`config.mk`:
```
export PLATFORM = sky130hd
export DESIGN_NAME = bcd_adjust_unit
export DESIGN_NICKNAME = d
export VERILOG_FILES = /design/src/rtl/bcd_adj_pkg.sv /design/src/rtl/bcd_unpacked_path.sv /design/src/rtl/bcd_packed_path.sv /design/src/rtl/bcd_scale_path.sv /design/src/rtl/bcd_adjust_unit.sv
export SDC_FILE = /design/constraint.sdc
export NUM_CORES = 1
export LEC_CHECK = 0
export ABC_CLOCK_PERIOD_IN_PS = 38000
export BUFFER_PORTS_ARGS = -buffer_cell sky130_fd_sc_hd__buf_2
export CORE_ASPECT_RATIO = 2
export CORE_MARGIN = 4
export CORE_UTILIZATION = 48
export CTS_CLUSTER_SIZE = 8
export DETAILED_ROUTE_END_ITERATION = 10
export PLACE_DENSITY = 0.65
export SETUP_SLACK_MARGIN = 0.1
export SLEW_MARGIN = 20
export SYNTH_ARGS = -nofsm -noshare
export SYNTH_HDL_FRONTEND = slang
export SYNTH_SLANG_ARGS = --single-unit
```
`constraint.sdc`:
```
create_clock -name clk -period 38 [get_ports clk]
set_input_delay 3.8 -clock clk [delete_from_list [all_inputs] [get_ports clk]]
set_output_delay 3.8 -clock clk [all_outputs]
set_load 0.01 [all_outputs]
```
`src/rtl/bcd_adj_pkg.sv`:
```
package bcd_adj_pkg;

    localparam int BYTE_W = 8;
    localparam int OP_W   = 3;

    typedef enum logic [OP_W-1:0] {
        OP_UADD  = 3'd0,
        OP_USUB  = 3'd1,
        OP_PADD  = 3'd2,
        OP_PSUB  = 3'd3,
        OP_PREP  = 3'd4,
        OP_SPLIT = 3'd5,
        OP_RSV6  = 3'd6,
        OP_RSV7  = 3'd7
    } adj_op_e;

    // Output of one correction path before flag finishing
    typedef struct packed {
        logic [BYTE_W-1:0] hi;
        logic [BYTE_W-1:0] lo;
        logic              cf;
        logic              af;
        logic              arith;  // zero/sign/parity follow lo
        logic              fault;
    } path_res_t;

    // Registered state of the unit
    typedef struct packed {
        logic              valid;
        logic [BYTE_W-1:0] hi;
        logic [BYTE_W-1:0] lo;
        logic              cf;
        logic              af;
        logic              zf;
        logic              sf;
        logic              pf;
        logic              fault;
    } unit_state_t;

    function automatic logic even_ones(input logic [BYTE_W-1:0] v);
        return ~^v;
    endfunction

endpackage

```
`src/rtl/bcd_unpacked_path.sv`:
```
module bcd_unpacked_path
    import bcd_adj_pkg::*;
#(
    parameter bit SUBTRACT = 1'b0
) (
    input  logic [BYTE_W-1:0] hi_i,
    input  logic [BYTE_W-1:0] lo_i,
    input  logic              af_i,
    output path_res_t         res_o
);
    localparam logic [BYTE_W-1:0] DIGIT_FIX = BYTE_W'(6);
    localparam logic [BYTE_W-1:0] LOW_MASK  = BYTE_W'(15);

    logic              need_fix;
    logic [BYTE_W-1:0] lo_fixed;
    logic [BYTE_W-1:0] hi_fixed;

    always_comb begin
        need_fix = (lo_i[3:0] > 4'd9) || af_i;
        if (SUBTRACT) begin
            lo_fixed = lo_i - DIGIT_FIX;
            hi_fixed = hi_i - BYTE_W'(1);
        end else begin
            lo_fixed = lo_i + DIGIT_FIX;
            hi_fixed = hi_i + BYTE_W'(1);
        end
        res_o       = '0;
        res_o.hi    = need_fix ? hi_fixed : hi_i;
        res_o.lo    = (need_fix ? lo_fixed : lo_i) & LOW_MASK;
        res_o.cf    = need_fix;
        res_o.af    = need_fix;
        res_o.arith = 1'b0;
        res_o.fault = 1'b0;
    end
endmodule

```
`src/rtl/bcd_packed_path.sv`:
```
module bcd_packed_path
    import bcd_adj_pkg::*;
#(
    parameter bit SUBTRACT = 1'b0
) (
    input  logic [BYTE_W-1:0] hi_i,
    input  logic [BYTE_W-1:0] lo_i,
    input  logic              cf_i,
    input  logic              af_i,
    output path_res_t         res_o
);
    localparam logic [BYTE_W-1:0] LOW_FIX  = BYTE_W'(8'h06);
    localparam logic [BYTE_W-1:0] HIGH_FIX = BYTE_W'(8'h60);
    localparam logic [BYTE_W-1:0] HIGH_LIM = BYTE_W'(8'h99);

    logic              low_step;
    logic              high_step;
    logic [BYTE_W-1:0] stage1;
    logic [BYTE_W-1:0] stage2;

    always_comb begin
        // Both decisions use the original byte and carry
        low_step  = (lo_i[3:0] > 4'd9) || af_i;
        high_step = (lo_i > HIGH_LIM) || cf_i;
        if (SUBTRACT) begin
            stage1 = low_step  ? lo_i - LOW_FIX    : lo_i;
            stage2 = high_step ? stage1 - HIGH_FIX : stage1;
        end else begin
            stage1 = low_step  ? lo_i + LOW_FIX    : lo_i;
            stage2 = high_step ? stage1 + HIGH_FIX : stage1;
        end
        res_o       = '0;
        res_o.hi    = hi_i;
        res_o.lo    = stage2;
        res_o.af    = low_step;
        res_o.cf    = high_step;
        res_o.arith = 1'b1;
        res_o.fault = 1'b0;
    end
endmodule

```
`src/rtl/bcd_scale_path.sv`:
```
module bcd_scale_path
    import bcd_adj_pkg::*;
(
    input  logic              split_i,  // 1: split after multiply, 0: fold before divide
    input  logic [BYTE_W-1:0] hi_i,
    input  logic [BYTE_W-1:0] lo_i,
    input  logic [BYTE_W-1:0] base_i,
    input  logic              cf_i,
    input  logic              af_i,
    output path_res_t         res_o
);
    localparam int PROD_W = 2 * BYTE_W;

    logic [PROD_W-1:0] prod;
    logic [BYTE_W-1:0] safe_base;
    logic              zero_base;

    always_comb begin
        prod      = PROD_W'(hi_i) * PROD_W'(base_i);
        zero_base = (base_i == '0);
        safe_base = zero_base ? BYTE_W'(1) : base_i;
        res_o     = '0;
        res_o.cf  = cf_i;
        res_o.af  = af_i;
        if (!split_i) begin
            res_o.hi    = '0;
            res_o.lo    = lo_i + prod[BYTE_W-1:0];
            res_o.arith = 1'b1;
        end else if (zero_base) begin
            res_o.hi    = hi_i;
            res_o.lo    = lo_i;
            res_o.arith = 1'b0;
            res_o.fault = 1'b1;
        end else begin
            res_o.hi    = lo_i / safe_base;
            res_o.lo    = lo_i % safe_base;
            res_o.arith = 1'b1;
        end
    end
endmodule

```
`src/rtl/bcd_adjust_unit.sv`:
```
module bcd_adjust_unit
    import bcd_adj_pkg::*;
(
    input  logic              clk,
    input  logic              rst_n,
    input  logic              in_valid,
    output logic              in_ready,
    input  logic [OP_W-1:0]   op,
    input  logic [BYTE_W-1:0] ah_in,
    input  logic [BYTE_W-1:0] al_in,
    input  logic [BYTE_W-1:0] imm,
    input  logic              cf_in,
    input  logic              af_in,
    output logic              out_valid,
    input  logic              out_ready,
    output logic [BYTE_W-1:0] ah_out,
    output logic [BYTE_W-1:0] al_out,
    output logic              cf_out,
    output logic              af_out,
    output logic              zf_out,
    output logic              sf_out,
    output logic              pf_out,
    output logic              div_fault
);
    localparam int N_DIR = 2;  // add and subtract variants

    unit_state_t st_d, st_q;
    path_res_t   unp_res [N_DIR];
    path_res_t   pkd_res [N_DIR];
    path_res_t   scl_res;
    path_res_t   sel_res;
    adj_op_e     op_sel;

    genvar g;
    generate
        for (g = 0; g < N_DIR; g++) begin : g_dir
            bcd_unpacked_path #(.SUBTRACT(g == 1)) u_unp (
                .hi_i (ah_in),
                .lo_i (al_in),
                .af_i (af_in),
                .res_o(unp_res[g])
            );
            bcd_packed_path #(.SUBTRACT(g == 1)) u_pkd (
                .hi_i (ah_in),
                .lo_i (al_in),
                .cf_i (cf_in),
                .af_i (af_in),
                .res_o(pkd_res[g])
            );
        end
    endgenerate

    bcd_scale_path u_scl (
        .split_i(op_sel == OP_SPLIT),
        .hi_i   (ah_in),
        .lo_i   (al_in),
        .base_i (imm),
        .cf_i   (cf_in),
        .af_i   (af_in),
        .res_o  (scl_res)
    );

    assign op_sel   = adj_op_e'(op);
    assign in_ready = !st_q.valid || out_ready;

    always_comb begin
        sel_res    = '0;
        sel_res.hi = ah_in;
        sel_res.lo = al_in;
        sel_res.cf = cf_in;
        sel_res.af = af_in;
        case (op_sel)
            OP_UADD:           sel_res = unp_res[0];
            OP_USUB:           sel_res = unp_res[1];
            OP_PADD:           sel_res = pkd_res[0];
            OP_PSUB:           sel_res = pkd_res[1];
            OP_PREP, OP_SPLIT: sel_res = scl_res;
            default:           ;
        endcase

        st_d = st_q;
        if (st_q.valid && out_ready) begin
            st_d.valid = 1'b0;
        end
        if (in_valid && in_ready) begin
            st_d.valid = 1'b1;
            st_d.hi    = sel_res.hi;
            st_d.lo    = sel_res.lo;
            st_d.cf    = sel_res.cf;
            st_d.af    = sel_res.af;
            st_d.fault = sel_res.fault;
            if (sel_res.arith) begin
                st_d.zf = (sel_res.lo == '0);
                st_d.sf = sel_res.lo[BYTE_W-1];
                st_d.pf = even_ones(sel_res.lo);
            end
        end
    end

    always_ff @(posedge clk) begin
        if (!rst_n) begin
            st_q <= '0;
        end else begin
            st_q <= st_d;
        end
    end

    assign out_valid = st_q.valid;
    assign ah_out    = st_q.hi;
    assign al_out    = st_q.lo;
    assign cf_out    = st_q.cf;
    assign af_out    = st_q.af;
    assign zf_out    = st_q.zf;
    assign sf_out    = st_q.sf;
    assign pf_out    = st_q.pf;
    assign div_fault = st_q.fault && st_q.valid;

endmodule

```
==> flow_metrics.env, run 1 <==
export IMPL_synth_edf_count=0
export IMPL_skew_ns=0.0008726
export IMPL_syn_nets=865
export IMPL_grtUsageTotal_pct=29.80
export IMPL_boundaryPins=57
export IMPL_gp_congestion=1.068
export IMPL_final_common_cell="nand2_1"
export IMPL_nFillCells=1143
export IMPL_r2r_slack_ns=35.48
export IMPL_synth_top_cell_by_area="ha_1"
export IMPL_setup_viol=0
export IMPL_path_class="input pin to flip-flop"
export IMPL_yosysUniqueCellTypes=70
export IMPL_syn_to_final_growth_pct=5.346
export IMPL_synth_top_cell_area_share_pct=14.01
export IMPL_fmax_mhz=56.28
export IMPL_worst_pin_slew_ns=1.062
export IMPL_power_mw=0.1832
export IMPL_relSlewSlack_pct=27.35
export IMPL_yosys_area_share_simple_pct=24.00
export IMPL_fin_crit_sh_pct=46.76
export IMPL_ys_async_sr_fraction_pct=0
export IMPL_synthMuxAreaShare_pct=2.381
export IMPL_syn_inst=753
export IMPL_p_leak_nw=2.535
export IMPL_cpMostUsedCell="ha_1"
export IMPL_crit_required_ns=38.16
export IMPL_crit_start="imm[4]"
export IMPL_grt_max_degree=38
export IMPL_cts_buffer_depth=2
export IMPL_cts_resized=0
export IMPL_cts_buffers=3
export IMPL_reg2reg_from="out_valid"
export IMPL_die_area_um2=13020
export IMPL_detailed_place_hpwl_mm=15.30
export IMPL_postCtsSetupRepairBufs=0
export IMPL_final_hold_violation_count=0
export IMPL_netlist_area_um2=5360
export IMPL_cts_root_buf="clkbuf_16"
export IMPL_finalSetupTns_ns=0
export IMPL_firstDrtPassIters=8
export IMPL_crit_slowest_cell="o21ai_1"
export IMPL_layout_setup_ws_ns=20.23
export IMPL_drtIter0Drc=432
export IMPL_cts_htree_levels=1
export IMPL_postRouteAntennaNets=0
export IMPL_rsz0062_at_grt="false"
export IMPL_fin_crit_ns=17.77
export IMPL_grt_pass1_vias=5805
export IMPL_pre_cts_slack_ns=19.95
export IMPL_cts_tree="built"
export IMPL_vdd_drop_max_mv=0.02807
export IMPL_power_density_nw_per_um2=32.44
export IMPL_vias=5809
export IMPL_yosysWarnings=0
export IMPL_cts_clk_slew_worst_paths_ns=0.06
export IMPL_holdCritPathClass="flip-flop to flip-flop"
export IMPL_critPathArrivalTime_ns=17.92
export IMPL_reg2reg_to="zf_out"
export IMPL_synth_avg_cell_area_um2=7.118
export IMPL_synth_seq_cells=23
export IMPL_fp_dieW_um=82.72
export IMPL_start_kind="input pin"
export IMPL_synth_compound_area_share_pct=27.17
export IMPL_fin_area_um2=5647
export IMPL_synth_top_family_by_area="compound AO/OA/AOI/OAI gates"
export IMPL_antenna_cells=0
export IMPL_critPathMaxFanout=11
export IMPL_wl_mm=18.97
export IMPL_clock_sinks=23
export IMPL_num_rows=54
export IMPL_synthXorXnorAreaFrac_pct=6.863
export IMPL_placed_area_um2=5567
export IMPL_grt_pass1_wl_mm=29.67
export IMPL_wl_per_cell_um=21.06
export IMPL_max_cap_violations=0
export IMPL_seq_area_frac_synth_pct=8.590
export IMPL_nNetsFinal=874
export IMPL_antenna_found_initial=0
export IMPL_cts_hold_buf=0
export IMPL_finalMaxSlewViolations=0
export IMPL_ff2ff_path_depth=5
export IMPL_status="complete, no violations"
export IMPL_worstHoldPathCells=2
export IMPL_synthFlopType="dfxtp_1"
export IMPL_max_stage_delay_ns=0.70
export IMPL_initial_core_util_pct=48.97
export IMPL_via_per_inst=6.447
export IMPL_clk_latency_ns=0.26
export IMPL_final_cell_mix="nand2_1, inv_1, nor2_1, ha_1, buf_2"
export IMPL_final_layout_size_suffix_gt1_share_pct=10.51
export IMPL_io_buffers=56
export IMPL_crit_end="pf_out"
export IMPL_grt_ovfl_total=0
export IMPL_drc=0
export IMPL_setup_worst_path_end_class="flip-flop"
export IMPL_core_um2=10950
export IMPL_dieHeight_um=157.4
export IMPL_synth_area_leaders="ha_1, dfxtp_1, fa_1"
export IMPL_synth_fa_ha_area_share_pct=21.10
cells in the mapped netlist (9+ instances only):
master	instances
a31oi_1	14
ha_1	60
nor2_1	62
buf_4	16
clkbuf_1	36
fa_1	19
xnor2_1	35
and2_1	15
nor3_1	29
nand3_1	20
o21ai_0	38
dfxtp_1	23
a21o_1	9
a21oi_1	47
inv_1	64
o21a_1	11
or3_1	12
nand2_1	68
a21boi_0	11
stage by stage:
| stage | hold WS [ns] | cells | utilization (%) |
|---|---|---|---|
| final | 0.4637 | 901 | 51.59 |
| after global placement | 0.4521 | 897 | 50.86 |
| after detailed placement | 0.4562 | 897 | 50.86 |
| after CTS | 0.4644 | 901 | 51.59 |
| after floorplan | 0.4388 | 753 | - |
| after global routing | 0.4852 | 901 | 51.59 |
area by class of cell:
type,instances,area (um^2),share of cell area [%]
well taps,140,175.2,3.102
clock buffers,3,75.07,1.329
clock inverters,1,5.005,0.08863
repair buffers,60,310.3,5.495
flip-flops and latches,23,460.4,8.154
inverters,67,251.5,4.454
multi-input cells,607,4369,77.38
critical path: cells and delay by family:
family | cells | cell delay (ns)
xor+xnor | 2 | 0.30
mux | 2 | 0.81
buf+inv | 5 | 0.56
fa+ha+maj | 8 | 2.65
compound gates | 23 | 6.53
simple gates | 13 | 3.26
power breakdown:
part / total, mW / leakage [nW] / switching, mW / internal, mW
Clock: 0.0233 / 0.0409 / 0.00915 / 0.0142
Combinational: 0.132 / 2.30 / 0.0797 / 0.0524
Sequential: 0.0277 / 0.190 / 0.00124 / 0.0265
Total: 0.183 / 2.54 / 0.0901 / 0.0931
sequential cells by signal, indices dropped and copies added, names as in the netlist:
name / count
ah_out: 8
al_out: 8
af_out: 1
cf_out: 1
out_valid: 1
pf_out: 1
sf_out: 1
st_q: 1
zf_out: 1
metal layers:
metal | global-route usage, % | vias to the layer above | part of all wire, %
met1 | 31.42 | 2731 | 35
met5 | 0 | - | 0
met2 | 52.64 | 290 | 51
met3 | 2.635 | 84 | 5.9
li1 | - | 2704 | -
met4 | 22.21 | 0 | 8.1
kinds of logic after synthesis:
group,after synthesis
fa+ha+maj,79
xor+xnor,42
simple gates,262
flops,23
compound gates,213
buf+inv,123
mux,11
worst min-delay path by stage:
stage | from | endpoint | slack [ns]
finish | st_q[0] | st_q[0] | 0.46
global route | st_q[0] | st_q[0] | 0.49
floorplan | st_q[0] | st_q[0] | 0.44
detailed placement | st_q[0] | st_q[0] | 0.46
CTS | st_q[0] | st_q[0] | 0.46
global placement | zf_out | zf_out | 0.45
Power figures use the tool's default switching activity.
==> run 2: changes to the inputs <==
- ABC_CLOCK_PERIOD_IN_PS: 38000 -> 17470
- clock period: 38 -> 17.47 ns (I/O delays scaled with it)
==> run 2 against run 1 <==
  * Register-to-register slack got worse by 20 ns
  * Sequential cell count unchanged
  * Sequential power increased by 120%
  * Count of clock-buffer cells in the layout unchanged
  * Die area unchanged
  * Worst setup slack got worse by 18 ns
  * Clock skew increased by 0.00080 ns
  * Worst hold slack got worse by 0.00057 ns
  * Combinational power increased by 120%
  * Via count decreased by 0.55%
  * Final area unchanged
  * Critical path depth unchanged
  * Largest cell class unchanged
==> flow_metrics.env, run 2 (synthesis gave the netlist of run 1 again) <==
export IMPL_power_density_nw_per_um2=70.37
export IMPL_vdd_drop_max_mv=0.05533
export IMPL_fp_dieW_um=82.72
export IMPL_critPathMaxFanout=11
export IMPL_cpMostUsedCell="ha_1"
export IMPL_path_class="input pin to flip-flop"
export IMPL_p_sw_share_pct=49.04
export IMPL_clkPwrFrac_pct=12.5
export IMPL_worst_pin_slew_ns=1.055
export IMPL_relSlewSlack_pct=27.87
export IMPL_crit_required_ns=17.62
export IMPL_p_leak_nw=2.535
export IMPL_rsz0062_at_grt="false"
export IMPL_antenna_cells=0
export IMPL_max_cap_violations=0
export IMPL_postCtsSetupRepairBufs=0
export IMPL_final_common_cell="nand2_1"
export IMPL_boundaryPins=57
export IMPL_fin_crit_sh_pct=89.35
export IMPL_grtUsageTotal_pct=29.34
export IMPL_p_int_mw=0.2025
export IMPL_dieHeight_um=157.4
export IMPL_gp_congestion=1.057
export IMPL_p_seq_share_pct=15.1
export IMPL_holdCritPathClass="flip-flop to flip-flop"
export IMPL_regArea_um2=460.4
export IMPL_setup_viol=0
export IMPL_fin_crit_ns=15.61
export IMPL_multi_input_area_um2=4369
export IMPL_grt_pass1_wl_mm=29.16
export IMPL_skew_ns=0.001674
export IMPL_cts_root_buf="clkbuf_16"
export IMPL_setup_worst_path_end_class="flip-flop"
export IMPL_pwr_share_comb_pct=72.4
export IMPL_power_mw=0.3973
export IMPL_cts_clk_slew_worst_paths_ns=0.06
export IMPL_core_um2=10950
export IMPL_firstDrtPassIters=8
export IMPL_grt_pass1_vias=5739
export IMPL_vias=5777
export IMPL_cts_tree="built"
export IMPL_critPathArrivalTime_ns=15.76
export IMPL_nNetsFinal=874
export IMPL_cts_hold_buf=0
export IMPL_status="complete, no violations"
export IMPL_grt_ovfl_total=0
export IMPL_drtIter0Drc=412
export IMPL_wl_mm=18.71
export IMPL_syn_to_final_growth_pct=5.346
export IMPL_die_area_um2=13020
export IMPL_fmax_mhz=64.07
export IMPL_start_kind="input pin"
export IMPL_finalMaxSlewViolations=0
export IMPL_nFillCells=1135
export IMPL_detailed_place_hpwl_mm=15.28
export IMPL_cts_buffer_depth=2
export IMPL_cts_buffers=3
export IMPL_wl_per_cell_um=20.76
export IMPL_final_cell_mix="nand2_1, inv_1, nor2_1, ha_1, buf_2"
export IMPL_final_layout_size_suffix_gt1_share_pct=10.51
export IMPL_cts_resized=0
export IMPL_crit_slowest_cell="o21ai_1"
export IMPL_cts_htree_levels=1
export IMPL_antenna_found_initial=0
export IMPL_drc=0
export IMPL_num_rows=54
export IMPL_clk_latency_ns=0.26
export IMPL_finalSetupTns_ns=0
export IMPL_final_hold_violation_count=0
export IMPL_initial_core_util_pct=48.97
export IMPL_max_stage_delay_ns=0.70
export IMPL_grt_max_degree=38
export IMPL_postRouteAntennaNets=0
export IMPL_clock_sinks=23
export IMPL_io_buffers=56
export IMPL_via_per_inst=6.412
export IMPL_switching_power_mw=0.1948
[run 2: cell counts in the layout (fill, tap and decap cells not counted)]
No cell type changed its count.
[run 2: worst paths after layout]
check,cells after the start,from,to,slack (ns)
min reg2reg,2,st_q[0],st_q[0],0.46
max,53,imm[4],pf_out,1.86
min,2,st_q[0],st_q[0],0.46
max reg2reg,5,out_valid,zf_out,14.98
[run 2: critical path: cells and delay by family]
family | cells | cell delay [ns]
AOI/OAI and AO/OA | 23 | 6.11
and+or+nand+nor | 12 | 3.14
adders and majority gates | 8 | 2.67
muxes | 3 | 1.14
buffers and inverters | 5 | 0.58
xor gates and xnor gates | 2 | 0.32
[run 2: final cells by class]
cell class | instances | area share (%)
Inverter | 67 | 4.454
Clock buffer | 3 | 1.329
Sequential cell | 23 | 8.154
Tap cell | 140 | 3.102
Clock inverter | 1 | 0.08863
Timing Repair Buffer | 60 | 5.495
Multi-Input combinational cell | 607 | 77.38
[run 2: metrics by stage]
| stage | hold slack, ns | util, % | worst slack, ns | cells | area, um^2 |
|---|---|---|---|---|---|
| 6_report | 0.4631 | 51.59 | 1.861 | 901 | 5647 |
| 5_1_grt | 0.4954 | 51.59 | 0.7264 | 901 | 5647 |
| 4_1_cts | 0.4637 | 51.59 | 1.696 | 901 | 5647 |
| 3_5_place_dp | 0.4556 | 50.86 | 1.462 | 897 | 5567 |
| 3_3_place_gp | 0.4522 | 50.86 | 1.878 | 897 | 5567 |
| 2_1_floorplan | 0.4388 | - | 4.332 | 753 | 5360 |
[run 2: routing by layer]
layer	vias to the layer above	global-route usage, %	part of all wire [%]	wire length, um
met5	-	0	0	0
li1	2714	-	-	-
met4	0	22.37	8.0	1501
met1	2705	30.22	36	6658
met3	78	2.921	5.3	986
met2	280	52.14	51	9559
[run 2: power groups by stage]
stage | Sequential [mW] | Combinational, mW | Clock (mW)
CTS | 0.0600 | 0.285 | 0.0506
global route | 0.0607 | 0.319 | 0.0526
global placement | 0.0609 | 0.278 | 0
floorplan | 0.0615 | 0.212 | 0
detailed placement | 0.0612 | 0.283 | 0
finish | 0.0600 | 0.288 | 0.0496
==> run 3: changes to the inputs <==
- BUFFER_PORTS_ARGS: -buffer_cell sky130_fd_sc_hd__buf_2 -> -buffer_cell sky130_fd_sc_hd__clkbuf_2
- GPL_ROUTABILITY_DRIVEN: unset -> 0
==> run 3 against run 2 <==
  * Sequential share of layout area did not move
  * Global-route usage fell by 0.21 points
  * Power fell by 0.12%
  * Final cell count did not move
  * Worst setup slack got worse by 0.079 ns
  * Critical endpoint unchanged
  * Combinational power barely moved
  * Maximum frequency fell by 0.50%
  * Register-to-register slack improved by 0.06 ns
  * Final area did not move
  * Clock skew barely moved
  * Count of clock-buffer cells in the layout did not move
  * Routed wire length fell by 1.6%
==> flow_metrics.env, run 3 (synthesis gave the netlist of run 1 again) <==
export IMPL_status="complete, no violations"
export IMPL_start_kind="input pin"
export IMPL_cts_hold_buf=0
export IMPL_min_delay_start="al_out[0]"
export IMPL_initial_core_util_pct=48.97
export IMPL_reg2reg_to="zf_out"
export IMPL_io_buffers=56
export IMPL_placed_area_um2=5567
export IMPL_die_area_um2=13020
export IMPL_grt_max_degree=38
export IMPL_cpMostUsedCell="ha_1"
export IMPL_max_stage_delay_ns=0.69
export IMPL_p_leak_nw=2.531
export IMPL_dieHeight_um=157.4
export IMPL_holdCritPathClass="flip-flop to flip-flop"
export IMPL_relSlewSlack_pct=28.31
export IMPL_antenna_found_initial=0
export IMPL_detailed_place_hpwl_mm=15.07
export IMPL_ff2ff_path_depth=5
export IMPL_critPathArrivalTime_ns=15.84
export IMPL_final_cell_mix="nand2_1, inv_1, nor2_1, ha_1, clkbuf_2"
export IMPL_vdd_drop_max_mv=0.06850
export IMPL_crit_slowest_cell="o21ai_1"
export IMPL_via_per_inst=6.491
export IMPL_setup_viol=0
export IMPL_max_cap_violations=0
export IMPL_wl_mm=18.42
export IMPL_finalSetupTns_ns=0
export IMPL_vias=5848
export IMPL_worstHoldPathCells=2
export IMPL_final_common_cell="nand2_1"
export IMPL_crit_required_ns=17.63
export IMPL_cts_buffers=3
export IMPL_holdPathEnd="al_out[0]"
export IMPL_firstDrtPassIters=5
export IMPL_nFillCells=1105
export IMPL_worst_pin_slew_ns=1.048
export IMPL_grt_ovfl_total=0
export IMPL_final_hold_violation_count=0
export IMPL_grt_pass1_wl_mm=28.88
export IMPL_num_rows=54
export IMPL_power_density_nw_per_um2=70.28
export IMPL_postCtsSetupRepairBufs=0
export IMPL_drtIter0Drc=459
export IMPL_grtUsageTotal_pct=29.13
export IMPL_boundaryPins=57
export IMPL_finalNonFillerCells=901
export IMPL_wl_per_cell_um=20.44
export IMPL_fin_crit_sh_pct=89.80
export IMPL_antenna_cells=0
export IMPL_nNetsFinal=874
export IMPL_fin_crit_ns=15.69
export IMPL_rsz0062_at_grt="false"
export IMPL_syn_to_final_growth_pct=5.346
export IMPL_core_um2=10950
export IMPL_setup_worst_path_end_class="flip-flop"
export IMPL_cts_buffer_depth=2
export IMPL_postRouteAntennaNets=0
export IMPL_skew_ns=0.001998
export IMPL_clk_latency_ns=0.26
export IMPL_critPathMaxFanout=11
export IMPL_cts_clk_slew_worst_paths_ns=0.06
export IMPL_path_class="input pin to flip-flop"
export IMPL_clock_sinks=23
export IMPL_cts_resized=0
export IMPL_r2r_slack_ns=15.04
export IMPL_fp_dieW_um=82.72
export IMPL_finalMaxSlewViolations=0
export IMPL_reg2reg_from="out_valid"
export IMPL_fin_area_um2=5647
export IMPL_dpl_cell_count=897
export IMPL_final_layout_size_suffix_gt1_share_pct=10.51
export IMPL_drc=0
export IMPL_cts_root_buf="clkbuf_16"
export IMPL_grt_pass1_vias=5697
export IMPL_cts_htree_levels=1
export IMPL_fmax_mhz=63.74
export IMPL_cts_tree="built"
-- run 3: worst max path at each step --
stage,start,endpoint,depth (start not counted)
final,imm[4],pf_out,53
after detailed placement,imm[4],pf_out,53
after CTS,imm[4],pf_out,53
after global placement,imm[4],pf_out,53
after floorplan,imm[3],pf_out,52
after global routing,imm[4],pf_out,53
-- run 3: critical path: cells and delay by family --
family                   cells  cell delay [ns]
AO/OA/AOI/OAI               23             6.14
AND/OR/NAND/NOR             12             3.06
adder cells (fa/ha/maj)      8             2.75
multiplexers                 3             1.21
buffers and inverters        5             0.60
XOR/XNOR                     2             0.31
-- run 3: final cells by class --
type | count | area (um^2) | share of cell area [%]
Clock buffer | 3 | 75.07 | 1.329
Inverter | 67 | 251.5 | 4.454
Sequential cell | 23 | 460.4 | 8.154
Tap cell | 140 | 175.2 | 3.102
Timing Repair Buffer | 60 | 310.3 | 5.495
Multi-Input combinational cell | 607 | 4369 | 77.38
Clock inverter | 1 | 5.005 | 0.08863
-- run 3: per-layer routing --
metal	up-vias	GRT usage (%)	wire length [um]
met3	107	3.322	1141
met5	-	0	0
li1	2723	-	-
met4	0	23.30	1760
met1	2694	30.37	6333
met2	324	50.57	9180
-- run 3: power by group --
group / switching [mW] / total, mW / internal, mW
logic: 0.173 / 0.286 / 0.113
registers: 0.00242 / 0.0601 / 0.0576
clock network: 0.0195 / 0.0503 / 0.0308
-- run 3: per-stage QoR --
stage	utilization, %	hold slack (ns)	power (mW)	setup WS, ns
CTS	51.59	0.4717	0.3942	1.722
global placement	50.86	0.4530	0.3366	1.927
global route	51.59	0.5129	0.4302	0.7373
finish	51.59	0.4658	0.3968	1.782
detailed placement	50.86	0.4634	0.3433	1.468
floorplan	-	0.4388	0.2732	4.332
